[config.mk]
export PLATFORM = sky130hd
export DESIGN_NAME = usb_pktbuf_ctrl
export DESIGN_NICKNAME = d
export VERILOG_FILES = /design/src/rtl/pktbuf_pkg.sv /design/src/rtl/pktbuf_desc.sv /design/src/rtl/pktbuf_pack.sv /design/src/rtl/pktbuf_xfer.sv /design/src/rtl/usb_pktbuf_ctrl.sv
export SDC_FILE = /design/constraint.sdc
export NUM_CORES = 1
export LEC_CHECK = 0
export BUFFER_PORTS_ARGS = -buffer_cell sky130_fd_sc_hd__buf_2
export CORE_MARGIN = 1.5
export CORE_UTILIZATION = 55
export DETAILED_ROUTE_END_ITERATION = 6
export PLACE_DENSITY_LB_ADDON = 0.25
export SLEW_MARGIN = 25
export SYNTH_ARGS = -nofsm -noshare
export SYNTH_HDL_FRONTEND = slang
export SYNTH_HIERARCHICAL = 1
export SYNTH_SLANG_ARGS = --single-unit
[constraint.sdc]
create_clock -name clk -period 3.59 [get_ports clk]
set_clock_uncertainty 0.05 [all_clocks]
set_input_delay 0.1795 -clock clk [delete_from_list [all_inputs] [get_ports clk]]
set_output_delay 0.1795 -clock clk [all_outputs]
set_load 0.01 [all_outputs]
[src/rtl/pktbuf_pkg.sv]
package pktbuf_pkg;

    parameter int PB_EPS = 8;                // endpoints
    parameter int PB_AW  = 9;                // word address bits
    parameter int PB_CW  = 10;               // byte count bits
    localparam int PB_EPW = $clog2(PB_EPS);

    typedef struct packed {
        logic [PB_AW-1:0] base;
        logic [PB_CW-1:0] cap;
        logic [PB_CW-1:0] cnt;
    } slot_desc_t;

    typedef enum logic [1:0] {
        XS_IDLE = 2'd0,
        XS_RX   = 2'd1,
        XS_TX   = 2'd2
    } xfer_state_e;

    // dir_in: 1 = transmit to host, 0 = receive from host
    function automatic logic pick_slot(input logic dbl, input logic tog, input logic dir_in);
        return dbl ? tog : ~dir_in;
    endfunction

endpackage

[src/rtl/pktbuf_desc.sv]
module pktbuf_desc
    import pktbuf_pkg::*;
(
    input  logic              clk,
    input  logic              rst,
    input  logic              cfg_we,
    input  logic [PB_EPW-1:0] cfg_ep,
    input  logic              cfg_slot,
    input  slot_desc_t        cfg_word,
    input  logic              cfg_dbl,
    input  logic [PB_EPW-1:0] lk_ep,
    input  logic              lk_dir,
    output logic              lk_slot,
    output logic              lk_dbl,
    output slot_desc_t        lk_desc,
    input  logic              wb_we,
    input  logic [PB_EPW-1:0] wb_ep,
    input  logic              wb_slot,
    input  logic [PB_CW-1:0]  wb_cnt,
    input  logic              flip,
    input  logic [PB_EPW-1:0] flip_ep,
    input  logic [PB_EPW-1:0] rd_ep,
    input  logic              rd_slot,
    output logic [PB_CW-1:0]  rd_cnt,
    output logic              rd_tog
);

    slot_desc_t [PB_EPS-1:0] s0_v;
    slot_desc_t [PB_EPS-1:0] s1_v;
    logic       [PB_EPS-1:0] dbl_v;
    logic       [PB_EPS-1:0] tog_v;

    for (genvar e = 0; e < PB_EPS; e++) begin : g_ep
        slot_desc_t s0_q, s1_q;
        logic       dbl_q, tog_q;
        logic       cfg_hit, wb_hit, flip_hit;

        assign cfg_hit  = cfg_we && (cfg_ep == PB_EPW'(e));
        assign wb_hit   = wb_we && (wb_ep == PB_EPW'(e));
        assign flip_hit = flip && (flip_ep == PB_EPW'(e));

        always_ff @(posedge clk) begin
            if (rst) begin
                s0_q  <= '0;
                s1_q  <= '0;
                dbl_q <= 1'b0;
                tog_q <= 1'b0;
            end else if (cfg_hit) begin
                if (cfg_slot) s1_q <= cfg_word;
                else          s0_q <= cfg_word;
                dbl_q <= cfg_dbl;
                tog_q <= 1'b0;
            end else begin
                if (wb_hit) begin
                    if (wb_slot) s1_q.cnt <= wb_cnt;
                    else         s0_q.cnt <= wb_cnt;
                end
                if (flip_hit) tog_q <= ~tog_q;
            end
        end

        assign s0_v[e]  = s0_q;
        assign s1_v[e]  = s1_q;
        assign dbl_v[e] = dbl_q;
        assign tog_v[e] = tog_q;
    end

    always_comb begin
        lk_dbl  = dbl_v[lk_ep];
        lk_slot = pick_slot(lk_dbl, tog_v[lk_ep], lk_dir);
        lk_desc = lk_slot ? s1_v[lk_ep] : s0_v[lk_ep];
        rd_cnt  = rd_slot ? s1_v[rd_ep].cnt : s0_v[rd_ep].cnt;
        rd_tog  = tog_v[rd_ep];
    end

    // a toggle moves only after a flip request or a configuration write
    a_r8_toggle_source: assert property (@(posedge clk) disable iff (rst)
        (tog_v != $past(tog_v)) |-> $past(flip || cfg_we));

endmodule

[src/rtl/pktbuf_pack.sv]
module pktbuf_pack (
    input  logic        clk,
    input  logic        rst,
    input  logic [7:0]  rx_byte,
    input  logic        rx_lo,
    input  logic        rx_hi,
    input  logic        flush,
    input  logic        tx_fetch,
    input  logic        tx_take,
    input  logic        tx_req,
    input  logic [15:0] mem_rdata,
    output logic        mem_we,
    output logic [15:0] mem_wdata,
    output logic        mem_re,
    output logic        tx_valid,
    output logic [7:0]  tx_byte
);

    logic [15:0] hold_q;
    logic        pend_q;
    logic        pend_hi_q;

    always_ff @(posedge clk) begin
        if (rst) begin
            hold_q    <= '0;
            pend_q    <= 1'b0;
            pend_hi_q <= 1'b0;
        end else begin
            pend_q    <= tx_fetch || tx_take;
            pend_hi_q <= tx_take;
            if (rx_lo)
                hold_q[7:0] <= rx_byte;
            else if (pend_q && !pend_hi_q)
                hold_q <= mem_rdata;
        end
    end

    always_comb begin
        mem_we    = rx_hi || flush;
        mem_wdata = flush ? {8'h00, hold_q[7:0]} : {rx_byte, hold_q[7:0]};
        mem_re    = tx_fetch;
        tx_valid  = pend_q;
        tx_byte   = pend_hi_q ? hold_q[15:8] : mem_rdata[7:0];
    end

    // a transmit byte only ever answers a request from the previous cycle
    a_r6_valid_follows_req: assert property (@(posedge clk) disable iff (rst)
        tx_valid |-> $past(tx_req));

    // the padded flush never coincides with a regular pair write
    a_r4_flush_alone: assert property (@(posedge clk) disable iff (rst)
        flush |-> !rx_hi);

endmodule

[src/rtl/pktbuf_xfer.sv]
module pktbuf_xfer
    import pktbuf_pkg::*;
(
    input  logic              clk,
    input  logic              rst,
    input  logic              sie_start,
    input  logic [PB_EPW-1:0] sie_ep,
    input  logic              sie_dir,
    input  logic              sie_end,
    input  logic              sie_ok,
    input  logic              rx_valid,
    input  logic              tx_req,
    input  logic              lk_slot,
    input  logic              lk_dbl,
    input  slot_desc_t        lk_desc,
    output logic [PB_AW-1:0]  mem_addr,
    output logic              rx_lo,
    output logic              rx_hi,
    output logic              flush,
    output logic              tx_fetch,
    output logic              tx_take,
    output logic              tx_eod,
    output logic              wb_we,
    output logic [PB_EPW-1:0] wb_ep,
    output logic              wb_slot,
    output logic [PB_CW-1:0]  wb_cnt,
    output logic              flip,
    output logic [PB_EPW-1:0] flip_ep,
    output logic              done,
    output logic [PB_CW-1:0]  done_cnt,
    output logic              done_ovr
);

    xfer_state_e       st_q;
    logic [PB_EPW-1:0] ep_q;
    logic              slot_q;
    logic              dbl_q;
    logic [PB_AW-1:0]  base_q;
    logic [PB_AW-1:0]  waddr_q;
    logic [PB_CW-1:0]  nb_q;
    logic [PB_CW-1:0]  lim_q;
    logic [PB_CW-1:0]  rem_q;
    logic              ovr_q;
    logic              done_q;
    logic [PB_CW-1:0]  done_cnt_q;
    logic              done_ovr_q;

    logic rx_go, tx_go, room, end_go;

    always_comb begin
        rx_go    = (st_q == XS_RX) && rx_valid;
        tx_go    = (st_q == XS_TX) && tx_req && (rem_q != '0);
        room     = nb_q < lim_q;
        end_go   = (st_q != XS_IDLE) && sie_end;
        rx_lo    = rx_go && room && !nb_q[0];
        rx_hi    = rx_go && room && nb_q[0];
        tx_fetch = tx_go && !nb_q[0];
        tx_take  = tx_go && nb_q[0];
        flush    = end_go && (st_q == XS_RX) && nb_q[0];
        tx_eod   = (st_q == XS_TX) && (rem_q == '0);
        mem_addr = waddr_q;
        wb_we    = end_go && (st_q == XS_RX);
        wb_ep    = ep_q;
        wb_slot  = slot_q;
        wb_cnt   = nb_q;
        flip     = end_go && sie_ok && dbl_q;
        flip_ep  = ep_q;
        done     = done_q;
        done_cnt = done_cnt_q;
        done_ovr = done_ovr_q;
    end

    always_ff @(posedge clk) begin
        if (rst) begin
            st_q       <= XS_IDLE;
            ep_q       <= '0;
            slot_q     <= 1'b0;
            dbl_q      <= 1'b0;
            base_q     <= '0;
            waddr_q    <= '0;
            nb_q       <= '0;
            lim_q      <= '0;
            rem_q      <= '0;
            ovr_q      <= 1'b0;
            done_q     <= 1'b0;
            done_cnt_q <= '0;
            done_ovr_q <= 1'b0;
        end else begin
            done_q <= 1'b0;
            if (st_q == XS_IDLE) begin
                if (sie_start) begin
                    st_q    <= sie_dir ? XS_TX : XS_RX;
                    ep_q    <= sie_ep;
                    slot_q  <= lk_slot;
                    dbl_q   <= lk_dbl;
                    base_q  <= lk_desc.base;
                    waddr_q <= lk_desc.base;
                    lim_q   <= lk_desc.cap;
                    rem_q   <= lk_desc.cnt;
                    nb_q    <= '0;
                    ovr_q   <= 1'b0;
                end
            end else if (end_go) begin
                st_q       <= XS_IDLE;
                done_q     <= 1'b1;
                done_cnt_q <= nb_q;
                done_ovr_q <= ovr_q;
            end else if (rx_go) begin
                if (room) begin
                    nb_q <= nb_q + PB_CW'(1);
                    if (nb_q[0]) waddr_q <= waddr_q + PB_AW'(1);
                end else begin
                    ovr_q <= 1'b1;
                end
            end else if (tx_go) begin
                nb_q  <= nb_q + PB_CW'(1);
                rem_q <= rem_q - PB_CW'(1);
                if (nb_q[0]) waddr_q <= waddr_q + PB_AW'(1);
            end
        end
    end

    // Assertions guarding the capacity and address logic
    logic [PB_AW-1:0] woff;
    assign woff = waddr_q - base_q;

    // the accepted count never exceeds the slot capacity
    a_r3_no_overflow: assert property (@(posedge clk) disable iff (rst)
        (st_q == XS_RX) |-> (nb_q <= lim_q));

    // every memory write stays inside the buffer
    a_r3_write_in_bounds: assert property (@(posedge clk) disable iff (rst)
        (rx_hi || flush) |-> (int'(woff) < (int'(lim_q) + 1) / 2));

    // completing a byte pair advances the word address by one
    a_r2_addr_step: assert property (@(posedge clk) disable iff (rst)
        rx_hi |=> (waddr_q == $past(waddr_q) + PB_AW'(1)));

    // the done pulse lasts one cycle
    a_r5_done_single: assert property (@(posedge clk) disable iff (rst)
        done_q |=> !done_q);

    // no byte is fetched once the remaining count is zero
    a_r7_no_fetch_at_eod: assert property (@(posedge clk) disable iff (rst)
        (tx_eod && tx_req) |=> !(st_q == XS_TX && $changed(nb_q)));

endmodule

[src/rtl/usb_pktbuf_ctrl.sv]
module usb_pktbuf_ctrl
    import pktbuf_pkg::*;
(
    input  logic              clk,
    input  logic              rst,
    input  logic              cfg_we,
    input  logic [PB_EPW-1:0] cfg_ep,
    input  logic              cfg_slot,
    input  logic [PB_AW-1:0]  cfg_base,
    input  logic [PB_CW-1:0]  cfg_cap,
    input  logic [PB_CW-1:0]  cfg_cnt,
    input  logic              cfg_dbl,
    input  logic [PB_EPW-1:0] rd_ep,
    input  logic              rd_slot,
    output logic [PB_CW-1:0]  rd_cnt,
    output logic              rd_tog,
    input  logic              sie_start,
    input  logic [PB_EPW-1:0] sie_ep,
    input  logic              sie_dir,
    input  logic              sie_end,
    input  logic              sie_ok,
    input  logic              rx_valid,
    input  logic [7:0]        rx_byte,
    input  logic              tx_req,
    output logic              tx_valid,
    output logic [7:0]        tx_byte,
    output logic              tx_eod,
    output logic              done,
    output logic [PB_CW-1:0]  done_cnt,
    output logic              done_ovr,
    output logic              mem_we,
    output logic              mem_re,
    output logic [PB_AW-1:0]  mem_addr,
    output logic [15:0]       mem_wdata,
    input  logic [15:0]       mem_rdata
);

    slot_desc_t        cfg_word, lk_desc;
    logic              lk_slot, lk_dbl;
    logic              rx_lo, rx_hi, flush, tx_fetch, tx_take;
    logic              wb_we, wb_slot, flip;
    logic [PB_EPW-1:0] wb_ep, flip_ep;
    logic [PB_CW-1:0]  wb_cnt;

    assign cfg_word = '{base: cfg_base, cap: cfg_cap, cnt: cfg_cnt};

    pktbuf_desc u_desc (
        .clk      (clk),
        .rst      (rst),
        .cfg_we   (cfg_we),
        .cfg_ep   (cfg_ep),
        .cfg_slot (cfg_slot),
        .cfg_word (cfg_word),
        .cfg_dbl  (cfg_dbl),
        .lk_ep    (sie_ep),
        .lk_dir   (sie_dir),
        .lk_slot  (lk_slot),
        .lk_dbl   (lk_dbl),
        .lk_desc  (lk_desc),
        .wb_we    (wb_we),
        .wb_ep    (wb_ep),
        .wb_slot  (wb_slot),
        .wb_cnt   (wb_cnt),
        .flip     (flip),
        .flip_ep  (flip_ep),
        .rd_ep    (rd_ep),
        .rd_slot  (rd_slot),
        .rd_cnt   (rd_cnt),
        .rd_tog   (rd_tog)
    );

    pktbuf_xfer u_xfer (
        .clk       (clk),
        .rst       (rst),
        .sie_start (sie_start),
        .sie_ep    (sie_ep),
        .sie_dir   (sie_dir),
        .sie_end   (sie_end),
        .sie_ok    (sie_ok),
        .rx_valid  (rx_valid),
        .tx_req    (tx_req),
        .lk_slot   (lk_slot),
        .lk_dbl    (lk_dbl),
        .lk_desc   (lk_desc),
        .mem_addr  (mem_addr),
        .rx_lo     (rx_lo),
        .rx_hi     (rx_hi),
        .flush     (flush),
        .tx_fetch  (tx_fetch),
        .tx_take   (tx_take),
        .tx_eod    (tx_eod),
        .wb_we     (wb_we),
        .wb_ep     (wb_ep),
        .wb_slot   (wb_slot),
        .wb_cnt    (wb_cnt),
        .flip      (flip),
        .flip_ep   (flip_ep),
        .done      (done),
        .done_cnt  (done_cnt),
        .done_ovr  (done_ovr)
    );

    pktbuf_pack u_pack (
        .clk       (clk),
        .rst       (rst),
        .rx_byte   (rx_byte),
        .rx_lo     (rx_lo),
        .rx_hi     (rx_hi),
        .flush     (flush),
        .tx_fetch  (tx_fetch),
        .tx_take   (tx_take),
        .tx_req    (tx_req),
        .mem_rdata (mem_rdata),
        .mem_we    (mem_we),
        .mem_wdata (mem_wdata),
        .mem_re    (mem_re),
        .tx_valid  (tx_valid),
        .tx_byte   (tx_byte)
    );

endmodule

==> summary.md <==
| Metric | Value |
|---|---|
| Largest net degree at the start of global routing | `163` |
| GPL Wtd Cong | `0.974` |
| Syn Std Cell Area | `27800 um2` |
| Clock Power Share | `45.7%` |
| Gr ovfl total | `0` |
| Sequential share of the synthesized area | `40.1%` |
| Hold Path End | `u_xfer/ovr_q` |
| Area occupied by multi-input gates | `15000 um2` |
| Yosys warnings | `6` |
| DR iter-0 viols | `3313` |
| Mux share of post-synthesis cell area | `21.0%` |
| Simple-gate area share of the yosys netlist | `20.0%` |
| Number of buffers created by CTS | `59` |
| F_max | `294 MHz` |
| R2R cell count | `13` |
| Post-synth cell types | `78` |
| DP HPWL | `63.3 mm` |
| Worst VDD drop | `0.413 mV` |
| Die Y | `228 um` |
| TNS Setup | `0 ns` |
| Reg2Reg Setup Slack | `0.19 ns` |
| Crit path DAT | `3.92 ns` |
| Number of remaining DRC errors | `1` |
| Main synth FF type | `dfxtp_1` |
| Sw power | `0.00358 W` |
| Core area | `50000 um2` |
| Slew headroom | `25.1%` |
| Maxcap violations | `0` |
| Area Overhead vs Synth | `12.4%` |
| Buffers on Ports | `133` |
| Chip Width | `228 um` |
| Final ANT Viol Nets | `0` |
| Die Area | `51900 um2` |
| RR Endpoint | `u_pack/hold_q[6]` |
| Post-layout util | `62.5%` |
| Hold Vio Cnt, Final | `0` |
| Violations in the final reports | `DRC` |
| CP max-delay cell | `dfxtp_1` |
| Reg clk slew, reported paths | `0.06 ns` |
| Sequential share of power | `45.0%` |
| Outcome | `finished with violations` |
| Cell count after synthesis | `3090` |
| Storage cell area | `11200 um2` |
| Via density | `6.62` |
| Post-DR wirelength/cell | `25.5 um` |
| Crit path top cell by count | `nor2_1` |
| First-pass GRT wire length | `148 mm` |
| EDFF count, synth | `0` |
| Slew @ Worst Pin | `1.12 ns` |
| Fill cells | `4191` |
| Final Setup Violations | `0` |
| Row count | `82` |
| Crit path cell chain | `inv_1, ha_1, a211o_1, a21oi_1, o31ai_2, nor2_1, nand3_1, nor2_1, buf_4, nor2_1, nand2_1, o311a_1, dlygate4sd3_1` |
| Post-Synth Adder-Cell Area | `0.585%` |
| CP Launch Type | `flip-flop` |
| Critical path class | `reg2reg` |
| Vias in the first global route | `24800` |
| Max clock buf depth | `3` |
| Avg Cell Area, Syn | `8.99 um2` |
| Post-Syn Nets | `3177` |
| Max Slew Vio Count | `0` |
| Layout cell share with drive strength beyond 1 | `19.5%` |
| Switching Fraction | `25.3%` |
| Yosys reg bits | `557` |
| Initial antenna violation count | `2` |
| Final Critical Period | `3.40 ns` |
| RSZ-0062 raised after global routing | `false` |
| Fin worst setup slack | `0.186 ns` |
| # IOs | `134` |
| CTS H-Tree Depth | `2` |
| Root buf cell | `clkbuf_16` |
| Reg2Reg Launch Point | `u_xfer/lim_q[7]` |
| GRT Overall Usage | `36.9%` |
| CTS tree | `built` |
| Initial Util | `55.6%` |
| Hold WC Path Type | `in2reg` |
| Pre-antenna DRT Iters | `7` |
| Pwr dens | `454 nW/um2` |
| Leak | `11.4 nW` |
| Tcrit/Tclk final | `94.8%` |
| DRT Wirelength | `98.0 mm` |
| CP Capture Type | `flip-flop` |
| Complex-gate fraction of the synthesized area | `12.0%` |
| Crit-path max cell delay | `0.59 ns` |
| Main combinational cell family by area after synthesis | `multiplexers` |
| Final nets | `3202` |
| Post-CTS setup buffer count | `0` |
| Worst EP required | `4.11 ns` |
| WHS | `0.0480 ns` |
| Total power | `0.0142 W` |
| Clk sinks | `557` |
| Hold Startpoint | `rx_valid` |
| Dpl ws | `0.704 ns` |
| Post-Synth XOR/XNOR Area | `0.252%` |
| Later-pin clock latency in the skew report | `0.65 ns` |
| Comb pwr share | `9.3%` |
| Critical path peak fanout | `24` |
| Synth async-reset ratio | `0%` |
| Vias | `25400` |
| Hold path depth | `4` |
| Internal | `0.0106 W` |
worst max-delay path, delay by kind of cell (launching register included):
family / cells / cell delay, ns
simple gates: 5 / 0.67
compound gates: 4 / 0.71
fa+ha+maj: 1 / 0.31
buf+inv: 3 / 1.00
flops: 1 / 0.59
synthesized netlist by cell type, types with 11 or more instances:
master      n  area share [%]
mux4_1     57             5.4
inv_1      23            0.31
and2_1     11            0.25
or3_1      18            0.41
nand2_1   738              10
nor2_1     57            0.77
buf_2      74             1.3
buf_1      22            0.30
buf_6      16            0.65
nand3_1    11            0.20
nor3_2     12            0.43
mux4_2    144              12
nor3_1    339             6.1
o21ai_1    13            0.23
ha_1       13            0.59
clkbuf_1  184             2.5
buf_4      17            0.46
dfxtp_1   557              40
mux2_2     89             3.6
a21oi_1   533             9.6
a22oi_1    11            0.30
cell usage in the layout (no fill, tap or decap), types with 12 or more instances in the layout:
| cell type | count |
|---|---|
| inv_1 | 23 |
| a21oi_1 | 533 |
| buf_4 | 96 |
| clkbuf_8 | 15 |
| mux4_1 | 57 |
| dfxtp_1 | 556 |
| nand2_1 | 738 |
| nor3_1 | 339 |
| mux4_2 | 144 |
| clkinv_2 | 16 |
| mux2_2 | 89 |
| o21ai_1 | 13 |
| nor2_1 | 48 |
| clkbuf_16 | 60 |
| or3_1 | 18 |
| ha_1 | 13 |
| nor3_2 | 12 |
| dlygate4sd3_1 | 53 |
| buf_2 | 130 |
power by group through the flow:
stage	Combinational, W	Clock, W	Sequential (W)
after floorplan	0.000884	0	0.00649
after global placement	0.00121	0	0.00651
after detailed placement	0.00123	0	0.00652
after CTS	0.00128	0.00653	0.00638
after global routing	0.00138	0.00678	0.00639
final	0.00131	0.00648	0.00638
state kept, by name (all words and copies together), names as in the netlist, 8 cells and up:
| name | count |
|---|---|
| u_xfer/rem_q | 10 |
| u_xfer/done_cnt | 10 |
| u_desc/g_ep.s0_q | 232 |
| u_xfer/lim_q | 10 |
| u_desc/g_ep.dbl_q | 8 |
| u_desc/g_ep.tog_q | 8 |
| u_xfer/wb_cnt | 10 |
| u_pack/hold_q | 16 |
| u_xfer/mem_addr | 9 |
| u_desc/g_ep.s1_q | 232 |
stage by stage:
| step | instances | area, um2 |
|---|---|---|
| 6_report | 3839 | 31200 |
| 5_1_grt | 3838 | 31200 |
| 4_1_cts | 3838 | 31200 |
| 3_5_place_dp | 3673 | 28600 |
| 3_3_place_gp | 3673 | 28600 |
| 2_1_floorplan | 3090 | 27800 |
logic make-up after synthesis:
group | Yosys count
AOI/OAI and AO/OA | 615
adders and majority gates | 13
xor gates and xnor gates | 8
DFF | 557
and+or+nand+nor | 1253
buffers and inverters | 347
muxes | 297
what timing repair did:
item,CTS,global route
hold buffers,53,0
gates resized for setup,0,2
endpoints found under the hold margin,335,0
endpoints found under the setup margin,0,3
metal layers:
metal | track usage (%) | share of wire [%] | vias up
li1 | - | - | 11100
met3 | 7.32 | 10 | 475
met5 | 0 | 0.027 | -
met2 | 58.9 | 46 | 1686
met1 | 46.2 | 37 | 12200
met4 | 23.2 | 7.1 | 4
worst max path at each step:
stage	cells past startpoint	slack [ns]	endpoint	start
after floorplan	9	1.18	u_xfer/mem_addr[5]	sie_ep[0]
after global placement	9	0.72	u_xfer/mem_addr[5]	sie_ep[0]
after detailed placement	9	0.70	u_xfer/mem_addr[5]	sie_ep[0]
after CTS	11	0.15	u_pack/hold_q[14]	u_xfer/lim_q[7]
after global routing	11	0.09	u_pack/hold_q[14]	u_xfer/lim_q[6]
final	13	0.19	u_pack/hold_q[6]	u_xfer/lim_q[7]
layout make-up:
| type | instances | share of cell area (%) |
|---|---|---|
| flip-flops and latches | 557 | 35.7 |
| clock inverters | 29 | 1.12 |
| diodes | 1 | 0.00801 |
| repair buffers | 287 | 6.56 |
| clock buffers | 83 | 5.56 |
| multi-input cells | 2186 | 48.1 |
| well taps | 672 | 2.69 |
| inverters | 24 | 0.288 |
No activity file was read; power rests on OpenSTA's default activity.
